<file path="config.mk">
export PLATFORM = sky130hd
export DESIGN_NAME = fp32_to_int32
export DESIGN_NICKNAME = d
export VERILOG_FILES = /design/src/rtl/fp32_to_int32.sv
export SDC_FILE = /design/constraint.sdc
export NUM_CORES = 1
export LEC_CHECK = 0
export ABC_AREA = 1
export BUFFER_PORTS_ARGS = -buffer_cell sky130_fd_sc_hd__buf_2
export CAP_MARGIN = 20
export CORE_UTILIZATION = 55
export CTS_BUF_LIST = sky130_fd_sc_hd__clkbuf_2
export DETAILED_ROUTE_END_ITERATION = 6
export PLACE_DENSITY = 0.75
export REMOVE_ABC_BUFFERS = 1
export SYNTH_ARGS = -nofsm -noshare
export SYNTH_HDL_FRONTEND = slang
export SYNTH_SLANG_ARGS = --single-unit
</file>
<file path="constraint.sdc">
create_clock -name clk -period 4.45 [get_ports clk]
set_input_delay 0.2225 -clock clk [delete_from_list [all_inputs] [get_ports clk]]
set_output_delay 0.2225 -clock clk [all_outputs]
set_load 0.05 [all_outputs]
</file>
<file path="src/rtl/fp32_to_int32.sv">
module fp32_to_int32 (
  input  logic        clk,
  input  logic        rst_n,
  input  logic        in_valid,
  input  logic [31:0] in_op,
  input  logic [2:0]  in_rm,
  output logic        out_valid,
  output logic [31:0] out_int,
  output logic        out_nv,
  output logic        out_nx,
  output logic        out_rm_err
);

  localparam logic [7:0]  BIAS_INT = 8'd150;
  localparam logic [7:0]  EXP_HUGE = 8'd159;
  localparam logic [7:0]  FAR_SH   = 8'd26;
  localparam logic [33:0] POS_LIM  = 34'h0_7FFF_FFFF;
  localparam logic [33:0] NEG_LIM  = 34'h0_8000_0000;
  localparam logic [31:0] SAT_POS  = 32'h7FFF_FFFF;
  localparam logic [31:0] SAT_NEG  = 32'h8000_0000;

  localparam logic [2:0] RM_NE = 3'd0;
  localparam logic [2:0] RM_TZ = 3'd1;
  localparam logic [2:0] RM_DN = 3'd2;
  localparam logic [2:0] RM_UP = 3'd3;
  localparam logic [2:0] RM_MM = 3'd4;

  // stage 1: decode and align
  wire        a_sgn  = in_op[31];
  wire [7:0]  a_exp  = in_op[30:23];
  wire [22:0] a_frac = in_op[22:0];
  wire        a_spec = &a_exp;
  wire [23:0] a_man  = {|a_exp, a_frac};
  wire [7:0]  a_uexp = (a_exp == 8'd0) ? 8'd1 : a_exp;
  wire        a_left = a_uexp >= BIAS_INT;
  wire        a_huge = a_uexp >= EXP_HUGE;
  wire [3:0]  a_lsh  = a_uexp[3:0] - 4'd6;
  wire [7:0]  a_rsh  = BIAS_INT - a_uexp;
  wire [63:0] a_wide = {a_man, 40'd0} >> a_rsh;

  logic [32:0] a_mag;
  logic        a_g, a_s;

  always_comb begin
    if (a_left) begin
      a_mag = {9'd0, a_man} << a_lsh;
      a_g   = 1'b0;
      a_s   = 1'b0;
    end else if (a_rsh >= FAR_SH) begin
      a_mag = '0;
      a_g   = 1'b0;
      a_s   = |a_man;
    end else begin
      a_mag = {9'd0, a_wide[63:40]};
      a_g   = a_wide[39];
      a_s   = |a_wide[38:0];
    end
  end

  logic        v1, sgn1, nan1, inf1, huge1, g1, s1, err1;
  logic [2:0]  rm1;
  logic [32:0] mag1;

  always_ff @(posedge clk) begin
    if (!rst_n) begin
      v1 <= 1'b0; sgn1 <= 1'b0; nan1 <= 1'b0; inf1 <= 1'b0; huge1 <= 1'b0;
      g1 <= 1'b0; s1 <= 1'b0; err1 <= 1'b0; rm1 <= '0; mag1 <= '0;
    end else begin
      v1    <= in_valid;
      sgn1  <= a_sgn;
      nan1  <= a_spec & (|a_frac);
      inf1  <= a_spec & ~(|a_frac);
      huge1 <= a_huge & ~a_spec;
      g1    <= a_g;
      s1    <= a_s;
      err1  <= in_rm > RM_MM;
      rm1   <= in_rm;
      mag1  <= a_mag;
    end
  end

  // stage 2: round, range check, negate
  logic inc;
  always_comb begin
    case (rm1)
      RM_NE:   inc = g1 & (s1 | mag1[0]);
      RM_TZ:   inc = 1'b0;
      RM_DN:   inc = sgn1 & (g1 | s1);
      RM_UP:   inc = ~sgn1 & (g1 | s1);
      RM_MM:   inc = g1;
      default: inc = 1'b0;
    endcase
  end

  wire [33:0] rmag   = {1'b0, mag1} + {33'd0, inc};
  wire        oor    = sgn1 ? (rmag > NEG_LIM) : (rmag > POS_LIM);
  wire        bad    = nan1 | inf1 | huge1 | oor;
  wire [31:0] satval = (nan1 | ~sgn1) ? SAT_POS : SAT_NEG;
  wire [31:0] signed_val = sgn1 ? (~rmag[31:0] + 32'd1) : rmag[31:0];

  always_ff @(posedge clk) begin
    if (!rst_n) begin
      out_valid <= 1'b0; out_int <= '0; out_nv <= 1'b0; out_nx <= 1'b0; out_rm_err <= 1'b0;
    end else begin
      out_valid  <= v1;
      out_rm_err <= v1 & err1;
      if (!v1 || err1) begin
        out_int <= '0; out_nv <= 1'b0; out_nx <= 1'b0;
      end else if (bad) begin
        out_int <= satval; out_nv <= 1'b1; out_nx <= 1'b0;
      end else begin
        out_int <= signed_val; out_nv <= 1'b0; out_nx <= g1 | s1;
      end
    end
  end

  assert_flags_excl_R4: assert property (@(posedge clk) disable iff (!rst_n)
    !(out_nv && out_nx));

  assert_sat_value_R6: assert property (@(posedge clk) disable iff (!rst_n)
    out_nv |-> (out_int == SAT_POS || out_int == SAT_NEG));

  assert_err_zero_R9: assert property (@(posedge clk) disable iff (!rst_n)
    out_rm_err |-> (out_valid && out_int == 32'd0 && !out_nv && !out_nx));

  assert_sign_kept_R2: assert property (@(posedge clk) disable iff (!rst_n)
    (out_valid && !out_nv && !out_rm_err && out_int != 32'd0) |-> out_int[31] == $past(sgn1));

  assert_idle_quiet_R1: assert property (@(posedge clk) disable iff (!rst_n)
    !out_valid |-> (out_int == 32'd0 && !out_nv && !out_nx && !out_rm_err));

endmodule

</file>
# == Word level (Yosys, flattened, before mapping) ==
# Cells that the tools add are included.
# classes
shifts,2
n_lt_le_gt_ge,6
add_sub_neg,4
n_bitwise,18
n_mux,10
eq_ne,3
n_reduce_logical,13
# op_table
op,count
$mux 32,3
$shr 64x8->64,1
$reduce_or 39->1,1
$add 33x1->34,1
$gt 34x31->1 const B,1
$gt 34x32->1 const B,1
$mux 33,1
$shl 24x4->33,1
$add 32x1->32 const B,1
$not 32->32,1
$reduce_or 31->1,1
$mux 24,1
$reduce_or 23->1,1
$ge 8x8->1 const B,2
$ge 8x5->1 const B,1
$logic_not 8->1,1
$mux 8,1
$reduce_and 8->1,1
$reduce_or 8->1,1
$sub 8x8->8 const A,1
$and 1x1->1,7
$eq 3x2->1 const B,2
$or 1x1->1,6
$reduce_or 3->1,2
other kinds (10),16
# word_totals
inputBits,38
regBits,80
elab_cells,71

# == Logic depth before layout (Yosys ltp) ==
# logic_depth
word_depth,8
ltp_mapped,26
depth_no_buf,25

# == Least setup slack after synthesis ==
# Ideal clock, no wire load.
# synth_path
kind,register -> register
start,register sgn1
end,register out_int[24]
t_required_ns,4.307
setup_slack_ns,0.919
t_arrival_ns,3.387
stages_incl_launch_ff,24
path_cell_list,dfxtp_1 > clkbuf_1 > inv_1 > clkbuf_1 > nand2_1 > a221oi_1 > ha_1 > ha_1 > nand2_1 > inv_1 > nand2_1 > inv_1 > nand4_1 > xor2_1 > nand2_1 > nor2_1 > nand3_1 > nor2_4 > nand3_4 > nand2_4 > nand2_4 > nand2_8 > buf_12 > a21oi_2
# synth_via
elab_chain_len,8
# synth_lines
element,line_no,text
start: declaration,60,"logic v1, sgn1, nan1, inf1, huge1, g1, s1, err1;"
start signal: assignment,70,sgn1 <= a_sgn;
$not 1->1,"89, 98",
$and 1x1->1,89,RM_UP: inc = ~sgn1 & (g1 | s1);
$pmux 1 s4,85,case (rm1)
$add 33x1->34,95,"wire [33:0] rmag = {1'b0, mag1} + {33'd0, inc};"
$gt 34x31->1 (tied with other cells),96,wire oor = sgn1 ? (rmag > NEG_LIM) : (rmag > POS_LIM);
$mux 1 / $add 32x1->32 (equally long branches),"96, 99",
$or 1x1->1 / $mux 32 (equally long branches),"97, 99",
$mux 32 *,109,end else if (bad) begin
end signal: assignment,108,out_int <= '0; out_nv <= 1'b0; out_nx <= 1'b0;
end signal: assignment,110,out_int <= satval; out_nv <= 1'b1; out_nx <= 1'b0;
end signal: assignment,112,out_int <= signed_val; out_nv <= 1'b0; out_nx <= g1 | s1;
end: declaration,8,"output logic [31:0] out_int,"
# Mark *: on every way between the ends. The rest lies on a longest branch, timed or not.
# A chain may end at the register's enable or synchronous reset.

# == Final worst setup path ==
# layout_path
start,register sgn1
end,register out_int[31]
# Same word-level chain as after synthesis.

==> out/qor.txt <==
Outcome: complete, no violations
Peak VDD IR: 0.000114 V
Clk slew on worst S/H paths: 0.23 ns
First-pass GRT wire length: 37900 um
Hold Slack: 0.0435 ns
Crit. End Element: flop
Buffers added on ports: 73
Yosys warnings: 0
Final setup violation count: 0
Leakage Power: 3.98 nW
Slew HR: 48.8%
Die width: 118 um
Biggest register: mag1
Worst r2r dst: out_int[31]$_SDFF_PP0_
1st-iter DRT viols: 793
Drt drc: 0
Worst Hold Depth: 3
Crit path max fanout: 32
Worst R2R Path Depth: 21
Worst path max stage delay: 0.40 ns
Antenna cells: 0
Die Y: 118 um
Vias in the first global route: 8006
Clock period minus worst slack: 3.77 ns
Detailed placer's ending HPWL: 18900 um
Clock buffer depth: 2
CTS tree: built
Share of layout cells above drive strength 1: 14.2%
Mapped Cells: 1259
Critical path startpoint category: flop
Post-synthesis register bit count: 80
Clock Skew: 0.0379 ns
DRT antenna net count: 0
CTS Sinks: 80
P&R area growth vs syn: 9.77%
Initial Utilization: 57.3%
Asr flop ratio synth: 0%
Most frequent cells in the layout: nand2_1 (425), nand3_1 (159), nor2_1 (112), inv_1 (104), dfxtp_1 (80)
Hold Path End: rm1[1]$_SDFF_PN0_
WP data required: 4.98 ns
DR vias: 8467
Final period util: 84.6%
Post-CTS sizing: 0
WS Path Type: reg2reg
DIE AREA: 13800 um2
WL per Instance: 15.6 um
Largest net degree at the start of global routing: 34
GPL Wtd Cong: 1.00
Final nets: 1360
Biggest regs: mag1 x33, out_int x32, rm1 x3
Total wire length: 23300 um
Initial antenna violation count: 0
Predominant post-synthesis flop cell: dfxtp_1
Boundary Pins: 74
Setup bufs post-CTS: 0
PD cells: 259 nW/um2
Final Hold Viols: 0
Core area: 12800 um2
Power, Total: 2.09 mW
Cts bufs inserted: 9
1st-pass router iterations: 6
Setup TNS: 0 ns
Fin. max-slew vios: 0
Maximum clock frequency: 0.266 GHz
Cell mode on critical path: nand2_1
Htree depth: 3
Most common cell after layout, fill and taps aside: nand2_1
Worst path arrival time: 4.29 ns
CP Launch Point: sgn1$_SDFF_PN0_
Synthesized area: 7350 um2
Mean post-synth cell area: 5.84 um2
Hold_sp: rst_n
Slew of the pin with the lowest slew margin: 0.768 ns
Post-synthesis sequential area ratio: 21.8%
CTS Root Cell: clkbuf_2
FF-to-FF setup slack: 0.68 ns
Total Routing Usage GR: 33.9%
Hold Path Class: in2reg
Gr ovfl total: 0
RSZ-0062 raised after global routing: false
Total of max-cap violations: 0
Reg2reg start: sgn1$_SDFF_PN0_
Number of flops mapped to enable cells by yosys: 0
Vias per inst: 5.67
FP Rows: 41
Worst-path cell chain: or2_2 -> a21oi_1 -> a221oi_1 -> ha_1 -> ha_1 -> nand2_1 -> inv_1 -> nand2_1 -> inv_1 -> nand4_1 -> xor2_1 -> nand2_1 -> nor2_1 -> nand3_1 -> nor2_4 -> nand3_4 -> nand2_4 -> nand2_4 -> nand2_8 -> nand2_1 -> nor2_1
Count of cell types in the netlist: 53
Worst path slowest cell: dfxtp_1
Largest register FFs: 33
Clk_lat worst skew: 0.57 ns
## cell type report
class,count,area (um2)
clock inverters,6,115
well taps,172,215
fillers,1314,4750
repair buffers,104,626
multi-input cells,1010,5050
inverters,112,420
clock buffers,9,45.0
flip-flops and latches,80,1600
## what timing repair did
action / 4_1_cts / 5_1_grt
hold buffers: 11 / 0
endpoints found under the hold margin: 8 / 0
endpoints found under the setup margin: 0 / 0
## through the flow
stage	worst slack, ns	utilization [%]	area [um2]	cells
floorplan	0.581	-	7070	1202
global placement	0.825	60.8	7800	1467
detailed placement	0.748	60.8	7800	1467
CTS	0.711	62.9	8070	1493
global route	0.217	62.9	8070	1493
finish	0.684	62.9	8070	1493
## metal layers
metal / track usage [%] / up-vias / wire [um]
met5: 0 / - / 0
met4: 22.8 / 0 / 1470
met1: 37.1 / 3791 / 9200
li1: - / 4245 / -
met2: 61.3 / 332 / 11500
met3: 3.92 / 99 / 1120
## critical path, delay by kind of cell, from the launching register on
family / cells / cell delay, ns
flops: 1 / 0.40
simple gates: 14 / 1.95
xor+xnor: 1 / 0.30
compound gates: 2 / 0.31
buf+inv: 2 / 0.24
fa+ha+maj: 2 / 0.52
## cells in the mapped netlist, types with 9 or more instances
| cell type | n | area [um2] |
|---|---|---|
| clkbuf_1 | 38 | 143 |
| nand4_1 | 30 | 188 |
| o22ai_1 | 18 | 113 |
| nand3b_1 | 13 | 97.6 |
| inv_1 | 104 | 390 |
| nand2_1 | 425 | 1600 |
| xor2_1 | 30 | 263 |
| nor2_1 | 113 | 424 |
| a21oi_2 | 30 | 263 |
| o21ai_0 | 64 | 320 |
| nor3_1 | 19 | 95.1 |
| dfxtp_1 | 80 | 1600 |
| nor4_1 | 9 | 56.3 |
| nand3_1 | 159 | 796 |
| a21oi_1 | 21 | 105 |
## cells by family (layout without fill, tap and decap cells)
kind of cell / after synthesis / after routing / share of synthesized area [%]
AND/OR/NAND/NOR: 806 / 806 / 48.9
buffers and inverters: 169 / 231 / 9.60
AO/OA/AOI/OAI: 156 / 156 / 13.4
flip-flops: 80 / 80 / 21.8
XOR/XNOR: 38 / 38 / 4.83
adder cells (fa/ha/maj): 5 / 5 / 0.851
multiplexers: 5 / 5 / 0.681
## worst max path at each step
stage                                         to  slack [ns]
final                     out_int[31]$_SDFF_PP0_        0.68
after global routing      out_int[29]$_SDFF_PP0_        0.22
after CTS                 out_int[31]$_SDFF_PP0_        0.71
after detailed placement  out_int[22]$_SDFF_PP0_        0.75
after global placement    out_int[22]$_SDFF_PP0_        0.83
after floorplan           out_int[22]$_SDFF_PP0_        0.58
## power by group
| group | leakage, nW | switching, mW | internal (mW) |
|---|---|---|---|
| logic | 3.24 | 0.567 | 0.248 |
| registers | 0.652 | 0.0246 | 0.749 |
| clock network | 0.0890 | 0.261 | 0.243 |
(Power assumes the default switching activity.)
